**src/rtl/xfc_pkg.sv**
```systemverilog
package xfc_pkg;
    localparam int CNT_W  = 24;
    localparam int BASE_W = 16;

    typedef enum logic [1:0] {
        CNT_IDLE = 2'd0,
        CNT_RUN  = 2'd1,
        CNT_TERM = 2'd2
    } cnt_state_e;

    localparam logic [3:0] ADDR_CNT_LO  = 4'd0;
    localparam logic [3:0] ADDR_CNT_MID = 4'd1;
    localparam logic [3:0] ADDR_CFG2    = 4'd11;
    localparam logic [3:0] ADDR_CFG3    = 4'd12;
    localparam logic [3:0] ADDR_CFG4    = 4'd13;
    localparam logic [3:0] ADDR_CNT_HI  = 4'd14;

    localparam int FE_BIT   = 6;
    localparam int SAVE_BIT = 2;

    localparam logic [4:0] FAMILY_CODE = 5'd2;
    localparam logic [2:0] REVISION    = 3'd2;
    localparam logic [7:0] ID_BYTE     = {FAMILY_CODE, REVISION};

    localparam logic [2:0] PHASE_DATA_IN = 3'b001;
endpackage

```
**src/rtl/xfc_regs.sv**
```systemverilog
module xfc_regs
    import xfc_pkg::*;
(
    input  logic             clk,
    input  logic             rst_n,
    input  logic [3:0]       addr,
    input  logic [7:0]       wdata,
    input  logic             wr,
    input  logic [CNT_W-1:0] cnt,
    output logic [7:0]       rdata,
    output logic [CNT_W-1:0] start_cnt,
    output logic             fe_now,
    output logic             save_last
);
    localparam int NBYTES = CNT_W / 8;

    logic [7:0] cfg2_q, cfg3_q, cfg4_q;

    function automatic logic [3:0] start_addr(input int b);
        return (b == NBYTES - 1) ? ADDR_CNT_HI : 4'(b);
    endfunction

    for (genvar b = 0; b < NBYTES; b++) begin : g_start
        always_ff @(posedge clk or negedge rst_n) begin
            if (!rst_n)
                start_cnt[b*8 +: 8] <= '0;
            else if (wr && addr == start_addr(b))
                start_cnt[b*8 +: 8] <= wdata;
        end
    end

    always_ff @(posedge clk or negedge rst_n) begin
        if (!rst_n) begin
            cfg2_q <= '0;
            cfg3_q <= '0;
            cfg4_q <= '0;
        end else if (wr) begin
            if (addr == ADDR_CFG2) cfg2_q <= wdata;
            if (addr == ADDR_CFG3) cfg3_q <= wdata;
            if (addr == ADDR_CFG4) cfg4_q <= wdata;
        end
    end

    // The new limit takes effect in the same clock as the configuration write.
    assign fe_now    = (wr && addr == ADDR_CFG2) ? wdata[FE_BIT] : cfg2_q[FE_BIT];
    assign save_last = cfg3_q[SAVE_BIT];

    always_comb begin
        case (addr)
            ADDR_CNT_LO:  rdata = cnt[7:0];
            ADDR_CNT_MID: rdata = cnt[15:8];
            ADDR_CFG2:    rdata = cfg2_q;
            ADDR_CFG3:    rdata = cfg3_q;
            ADDR_CFG4:    rdata = cfg4_q;
            ADDR_CNT_HI:  rdata = cfg2_q[FE_BIT] ? cnt[23:16] : ID_BYTE;
            default:      rdata = 8'h00;
        endcase
    end

    AST_HI_KEEPS_LOW: assert property (@(posedge clk) disable iff (!rst_n)
        (wr && addr == ADDR_CNT_HI) |=> $stable(start_cnt[15:0]));
    AST_ID_READBACK: assert property (@(posedge clk) disable iff (!rst_n)
        (addr == ADDR_CNT_HI && !cfg2_q[FE_BIT]) |-> (rdata == 8'h12));
    AST_CFG4_WRITE: assert property (@(posedge clk) disable iff (!rst_n)
        (wr && addr == ADDR_CFG4) |=> (cfg4_q == $past(wdata)));
    AST_LOW_START_WRITE: assert property (@(posedge clk) disable iff (!rst_n)
        (wr && addr == ADDR_CNT_LO) |=> (start_cnt[7:0] == $past(wdata)));
endmodule

```
**src/rtl/xfc_counter.sv**
```systemverilog
module xfc_counter
    import xfc_pkg::*;
#(
    parameter int SYNC_W = 4
) (
    input  logic              clk,
    input  logic              rst_n,
    input  logic              load,
    input  logic              dec_dack,
    input  logic              dec_sack,
    input  logic              initiator,
    input  logic [SYNC_W-1:0] sync_offset,
    input  logic [2:0]        phase,
    input  logic              fe_now,
    input  logic [CNT_W-1:0]  start_cnt,
    output logic [CNT_W-1:0]  cnt,
    output logic              tc0
);
    localparam logic [CNT_W-1:0] MASK_NARROW = {{(CNT_W-BASE_W){1'b0}}, {BASE_W{1'b1}}};

    cnt_state_e       state_q, state_d;
    logic             use_sack, dec_fire, reach_zero;
    logic [CNT_W-1:0] mask, cnt_d;

    always_comb begin
        use_sack   = initiator && (sync_offset == '0) && (phase == PHASE_DATA_IN);
        dec_fire   = use_sack ? dec_sack : dec_dack;
        mask       = fe_now ? '1 : MASK_NARROW;
        reach_zero = !load && dec_fire && (cnt <= CNT_W'(1));
        if (load)
            cnt_d = start_cnt & mask;
        else if (dec_fire && cnt != '0)
            cnt_d = (cnt - CNT_W'(1)) & mask;
        else
            cnt_d = cnt & mask;
    end

    always_comb begin
        state_d = state_q;
        unique case (state_q)
            CNT_IDLE: if (load) state_d = CNT_RUN; else if (reach_zero) state_d = CNT_TERM;
            CNT_RUN:  if (load) state_d = CNT_RUN; else if (reach_zero) state_d = CNT_TERM;
            CNT_TERM: if (load) state_d = CNT_RUN;
            default:  state_d = CNT_IDLE;
        endcase
    end

    always_ff @(posedge clk or negedge rst_n) begin
        if (!rst_n) begin
            state_q <= CNT_IDLE;
            cnt     <= '0;
        end else begin
            state_q <= state_d;
            cnt     <= cnt_d;
        end
    end

    always_comb tc0 = (state_q == CNT_TERM);

    AST_NARROW_LIMIT: assert property (@(posedge clk) disable iff (!rst_n)
        !fe_now |=> (cnt[CNT_W-1:BASE_W] == '0));
    AST_ZERO_SETS_TC: assert property (@(posedge clk) disable iff (!rst_n)
        (!load && dec_fire && cnt == CNT_W'(1)) |=> (tc0 && cnt == '0));
    AST_FLOOR_AT_ZERO: assert property (@(posedge clk) disable iff (!rst_n)
        (!load && dec_fire && cnt == '0) |=> (cnt == '0 && tc0));
    AST_OTHER_STROBE_IGNORED: assert property (@(posedge clk) disable iff (!rst_n)
        (!load && use_sack && !dec_sack && cnt[CNT_W-1:BASE_W] == '0) |=> $stable(cnt));
    AST_LOAD_CLEARS_TC: assert property (@(posedge clk) disable iff (!rst_n)
        load |=> !tc0);
endmodule

```
**src/rtl/xfc_drq.sv**
```systemverilog
module xfc_drq #(
    parameter int FIFO_DEPTH = 16,
    parameter int SYNC_W     = 4,
    localparam int FIFO_CW   = $clog2(FIFO_DEPTH + 1)
) (
    input  logic               clk,
    input  logic               rst_n,
    input  logic               dma_active,
    input  logic               to_mem,
    input  logic [SYNC_W-1:0]  sync_offset,
    input  logic               tc0,
    input  logic               save_last,
    input  logic [FIFO_CW-1:0] fifo_count,
    output logic               drq
);
    logic [FIFO_CW-1:0] keep_back;

    always_comb begin
        keep_back = (save_last || !tc0) ? FIFO_CW'(1) : FIFO_CW'(0);
        if (!dma_active)
            drq = 1'b0;
        else if (to_mem) begin
            if (sync_offset == '0)
                drq = fifo_count > keep_back;
            else
                drq = !tc0 && (fifo_count > FIFO_CW'(1));
        end else
            drq = !tc0 && (fifo_count < FIFO_CW'(FIFO_DEPTH));
    end

    AST_ASYNC_HOLD_LAST: assert property (@(posedge clk) disable iff (!rst_n)
        (dma_active && to_mem && sync_offset == '0 && fifo_count == FIFO_CW'(1)
         && (save_last || !tc0)) |-> !drq);
    AST_SYNC_TC_HOLD: assert property (@(posedge clk) disable iff (!rst_n)
        (dma_active && to_mem && sync_offset != '0 && tc0) |-> !drq);
    AST_DRQ_INACTIVE: assert property (@(posedge clk) disable iff (!rst_n)
        !dma_active |-> !drq);
endmodule

```
**src/rtl/scsi_xfer_count_unit.sv**
```systemverilog
module scsi_xfer_count_unit
    import xfc_pkg::*;
#(
    parameter int FIFO_DEPTH = 16,
    parameter int SYNC_W     = 4,
    localparam int FIFO_CW   = $clog2(FIFO_DEPTH + 1)
) (
    input  logic               clk,
    input  logic               rst_n,
    input  logic [3:0]         reg_addr,
    input  logic [7:0]         reg_wdata,
    input  logic               reg_wr,
    output logic [7:0]         reg_rdata,
    input  logic               cmd_load,
    input  logic               dma_active,
    input  logic               dma_to_mem,
    input  logic               dack_strobe,
    input  logic               sack_strobe,
    input  logic               initiator_mode,
    input  logic [SYNC_W-1:0]  sync_offset,
    input  logic [2:0]         bus_phase,
    input  logic [FIFO_CW-1:0] fifo_count,
    output logic               drq,
    output logic               tc0
);
    logic [CNT_W-1:0] cnt, start_cnt;
    logic             fe_now, save_last;

    xfc_regs u_regs (
        .clk       (clk),
        .rst_n     (rst_n),
        .addr      (reg_addr),
        .wdata     (reg_wdata),
        .wr        (reg_wr),
        .cnt       (cnt),
        .rdata     (reg_rdata),
        .start_cnt (start_cnt),
        .fe_now    (fe_now),
        .save_last (save_last)
    );

    xfc_counter #(.SYNC_W(SYNC_W)) u_counter (
        .clk         (clk),
        .rst_n       (rst_n),
        .load        (cmd_load),
        .dec_dack    (dack_strobe),
        .dec_sack    (sack_strobe),
        .initiator   (initiator_mode),
        .sync_offset (sync_offset),
        .phase       (bus_phase),
        .fe_now      (fe_now),
        .start_cnt   (start_cnt),
        .cnt         (cnt),
        .tc0         (tc0)
    );

    xfc_drq #(.FIFO_DEPTH(FIFO_DEPTH), .SYNC_W(SYNC_W)) u_drq (
        .clk         (clk),
        .rst_n       (rst_n),
        .dma_active  (dma_active),
        .to_mem      (dma_to_mem),
        .sync_offset (sync_offset),
        .tc0         (tc0),
        .save_last   (save_last),
        .fifo_count  (fifo_count),
        .drq         (drq)
    );
endmodule

```
**config.mk**
```make
export PLATFORM = sky130hd
export DESIGN_NAME = scsi_xfer_count_unit
export DESIGN_NICKNAME = d
export VERILOG_FILES = /design/src/rtl/xfc_pkg.sv /design/src/rtl/xfc_regs.sv /design/src/rtl/xfc_counter.sv /design/src/rtl/xfc_drq.sv /design/src/rtl/scsi_xfer_count_unit.sv
export SDC_FILE = /design/constraint.sdc
export NUM_CORES = 1
export LEC_CHECK = 0
export BUFFER_PORTS_ARGS = -buffer_cell sky130_fd_sc_hd__buf_2
export CORE_ASPECT_RATIO = 1.75
export CORE_MARGIN = 2
export CORE_UTILIZATION = 45
export CTS_BUF_LIST = sky130_fd_sc_hd__clkbuf_8
export CTS_CLUSTER_SIZE = 30
export DETAILED_ROUTE_END_ITERATION = 6
export PLACE_DENSITY = 0.62
export SYNTH_ARGS = -nofsm -noshare
export SYNTH_HDL_FRONTEND = slang
export SYNTH_SLANG_ARGS = --single-unit
```
**constraint.sdc**
```tcl
create_clock -name clk -period 3.84 [get_ports clk]
set_input_delay 0.576 -clock clk [delete_from_list [all_inputs] [get_ports clk]]
set_output_delay 0.576 -clock clk [all_outputs]
set_load 0.01 [all_outputs]
```
==> summary.md <==
| Metric | Value |
|---|---|
| Layout cells sized above 1 | `about a third` |
| DR iter-0 viols | `between 200 and 250` |
| Min setup slack post-route | `around 1.1 ns` |
| Via density | `roughly 5.8` |
| Worst VDD drop | `about 330 µV` |
| Syn Std Cell Area | `0.00387 mm²` |
| Worst slew pin tran | `0.941 ns` |
| Die Span Y | `about 130 µm` |
| Die W | `between 70 and 80 µm` |
| Worst setup path startpoint | `u_counter.cnt[11]` |
| Worst R2R Path Depth | `6` |
| CP max FO | `18` |
| EDFF count, synth | `0` |
| Leak | `between 1.5 and 2 nW` |
| Post-synthesis register bit count | `74` |
| Setup bufs post-CTS | `0` |
| Initial antenna violation count | `0` |
| Slew Limit Fails | `0` |
| Detailed-route wire length | `9800 µm` |
| Non-Filler Instances | `just over 500` |
| CTS tree | `yes` |
| Seq pwr share | `50.5%` |
| Post-Syn Instances | `about 350` |
| Port Buffer Count | `42` |
| CP max stage delay | `around 0.74 ns` |
| Layout area overhead | `12.2%` |
| Switching power total | `about 740 µW` |
| CTS Buf Count | `9` |
| Post-synth ARST share | `100%` |
| CTS H-tree lvls | `3` |
| Data required, critical path | `4.10 ns` |
| Largest net degree at the start of global routing | `75` |
| Tmin final | `between 2 and 3 ns` |
| Final #Nets | `around 420` |
| Die area | `between 0.009 and 0.01 mm²` |
| Routed length per placed instance | `a little under 20 µm` |
| Main synth FF type | `dfrtp_1` |
| Ports | `43` |
| Critical path startpoint category | `flop` |
| Layout Skew | `between 0.008 and 0.009 ns` |
| Switching share of power | `~33%` |
| PwrDens | `520 mW/mm²` |
| Core area | `slightly above 0.008 mm²` |
| Residual DRC count | `0` |
| Worst path depth | `6` |
| Post_cts resized | `0` |
| Hold_buf cts | `0` |
| DR vias | `between 2000 and 3000` |
| First-pass GRT wire length | `between 15000 and 20000 µm` |
| Internal power | `1.52 mW` |
| Most common library cell in the layout ignoring fill and taps | `dfrtp_1` |
| RSZ-0062 raised after global routing | `no` |
| Drt first pass iters | `4` |
| Fill count | `between 700 and 800` |
| Initial Utilization | `approximately 47%` |
| Post-Syn Nets | `around 380` |
| CTS root buf | `clkbuf_8` |
| Grt ovf | `0` |
| Final hold vios | `0` |
| Crit. End Element | `flop` |
| Max-cap violations | `0` |
| Crit-path leading delay family | `simple AND/OR/NAND/NOR gates` |
| Worst EP arrival | `approximately 3.0 ns` |
| Clock-pin slew on the worst setup and hold paths | `roughly 0.07 ns` |
| Slew HR | `a little under two fifths` |
| DP HPWL | `slightly above 7000 µm` |
| Fin crit share | `72.3%` |
| Worst Hold Class | `input port to async pin` |
| Ys Warns | `0` |
| Diode count | `0` |
| Status | `finished, final reports clean` |
| GPL Wtd Cong | `roughly 0.86` |
| Critical-path cell list | `or4_4 > nor4_1 > and4_1 > nor3b_1 > and4_1 > nor3_1` |
| CTS max path bufs | `2` |
| Max Freq | `between 300 and 400 MHz` |
| Count of buffer and inverter cells on the critical path | `0` |
| Total GRT Usage | `between 20% and 30%` |
| Comb pwr share | `25.6%` |
| Sequential-to-total area share from yosys stat | `roughly 48%` |
| Crit Path Category | `flop to flop` |
| Rows | `44` |
| Vias in the first global route | `between 3000 and 4000` |
| Clock Power Share | `approximately a quarter` |
| # setup viols final | `0` |
| Pre-CTS setup slack | `between 1 and 1.5 ns` |
| Synthesized area per cell | `~11 µm²` |
| Most frequent cells in the layout | `74 x dfrtp_1, 57 x mux2_2, 41 x buf_2` |
| Setup TNS | `0 ns` |
| Worst path slowest cell | `and4_1` |
| Post-synth cell types | `49` |
| Hold Slack | `approximately 0.35 ns` |
| Placed Instances | `about 490` |
| Worst path most repeated cell | `and4_1` |
| CTS Sinks | `between 70 and 80` |
| Worst skew pair latency | `~0.35 ns` |
| Reg-to-reg startpoint | `u_counter.cnt[11]` |
| ANT nets after route | `0` |
## stage by stage
step | power, mW | util [%] | cell area (µm²)
global route | 2.38 | 52.2 | 4340
detailed placement | 1.73 | 50.2 | 4170
global placement | 1.71 | 50.2 | 4170
floorplan | 1.52 | - | 3870
finish | 2.25 | 52.2 | 4340
CTS | 2.27 | 52.2 | 4340
## power by group through the flow
stage | Combinational, mW | Sequential, mW | Clock (mW)
floorplan | 0.439 | 1.08 | 0
global placement | 0.563 | 1.15 | 0
detailed placement | 0.576 | 1.15 | 0
CTS | 0.581 | 1.14 | 0.554
global route | 0.639 | 1.16 | 0.582
finish | 0.577 | 1.14 | 0.540
## synth_stat cells, types with 2 or more instances
cell type,n,area (µm²)
or2_2,2,12.5
and2_1,2,12.5
or3_1,3,18.8
nor3_1,14,70.1
inv_1,5,18.8
a21oi_1,5,25.0
o21ai_0,19,95.1
and4_2,2,20.0
nor2_1,20,75.1
nor3b_1,2,15.0
a32oi_1,3,26.3
nand2b_1,3,18.8
ha_1,4,50.1
a221oi_1,3,26.3
mux2i_1,2,20.0
and3_1,2,12.5
xnor2_1,11,96.3
xor2_1,8,70.1
nand3b_1,3,22.5
nor4_1,9,56.3
a211oi_1,3,22.5
a221o_1,5,50.1
nand4_1,2,12.5
nand2_1,22,82.6
dfrtp_1,74,1850
nand3_1,5,25.0
clkbuf_1,12,45.0
and4_1,2,17.5
o22ai_1,5,31.3
nor2b_1,5,31.3
or4_4,2,22.5
a22oi_1,13,97.6
mux2_2,57,642
buf_2,2,10.0
## worst register-to-register path, stage by stage (launching register included)
cell and delay, ns:
dfrtp_1 0.45, or4_4 0.59, nor4_1 0.26, and4_1 0.74
nor3b_1 0.20, and4_1 0.24, nor3_1 0.19
## cells by family after synthesis
group / share of synthesized area, %
buffers and inverters: 2.49
flip-flops: 47.9
multiplexers: 17.1
AO/OA/AOI/OAI: 10.1
adder cells (fa/ha/maj): 1.29
XOR/XNOR: 4.30
AND/OR/NAND/NOR: 16.8
## state kept, by name, summed over array words and instances, names as in the netlist
signal	flops
u_counter.cnt	24
u_counter.state_q	2
u_regs.cfg2_q	8
u_regs.cfg3_q	8
u_regs.cfg4_q	8
u_regs.start_cnt	24
## path summary, 6_finish.rpt
check	end	slack [ns]
worst min-delay path	u_regs.start_cnt[8]	0.35
worst min register to register	u_counter.cnt[10]	0.48
max in group asynchronous	u_regs.cfg2_q[6]	2.86
worst max-delay path	u_counter.cnt[20]	1.07
min in group clk	u_counter.cnt[10]	0.48
worst max register to register	u_counter.cnt[20]	1.07
## cell type report
class	count	area, µm²	area share [%]
Tap cell	115	144	3.32
Clock inverter	4	18.8	0.432
Multi-Input combinational cell	250	1920	44.3
Timing Repair Buffer	44	228	5.25
Inverter	6	22.5	0.519
Clock buffer	11	151	3.49
Sequential cell	74	1850	42.7
## per-layer routing
layer | routed length [µm] | global-route usage (%)
met5 | 0 | 0
met4 | 286 | 10.4
met3 | 412 | 4.45
met2 | 5150 | 38.3
met1 | 3950 | 27.0
Note: power is estimated with default switching activity, not from simulation.
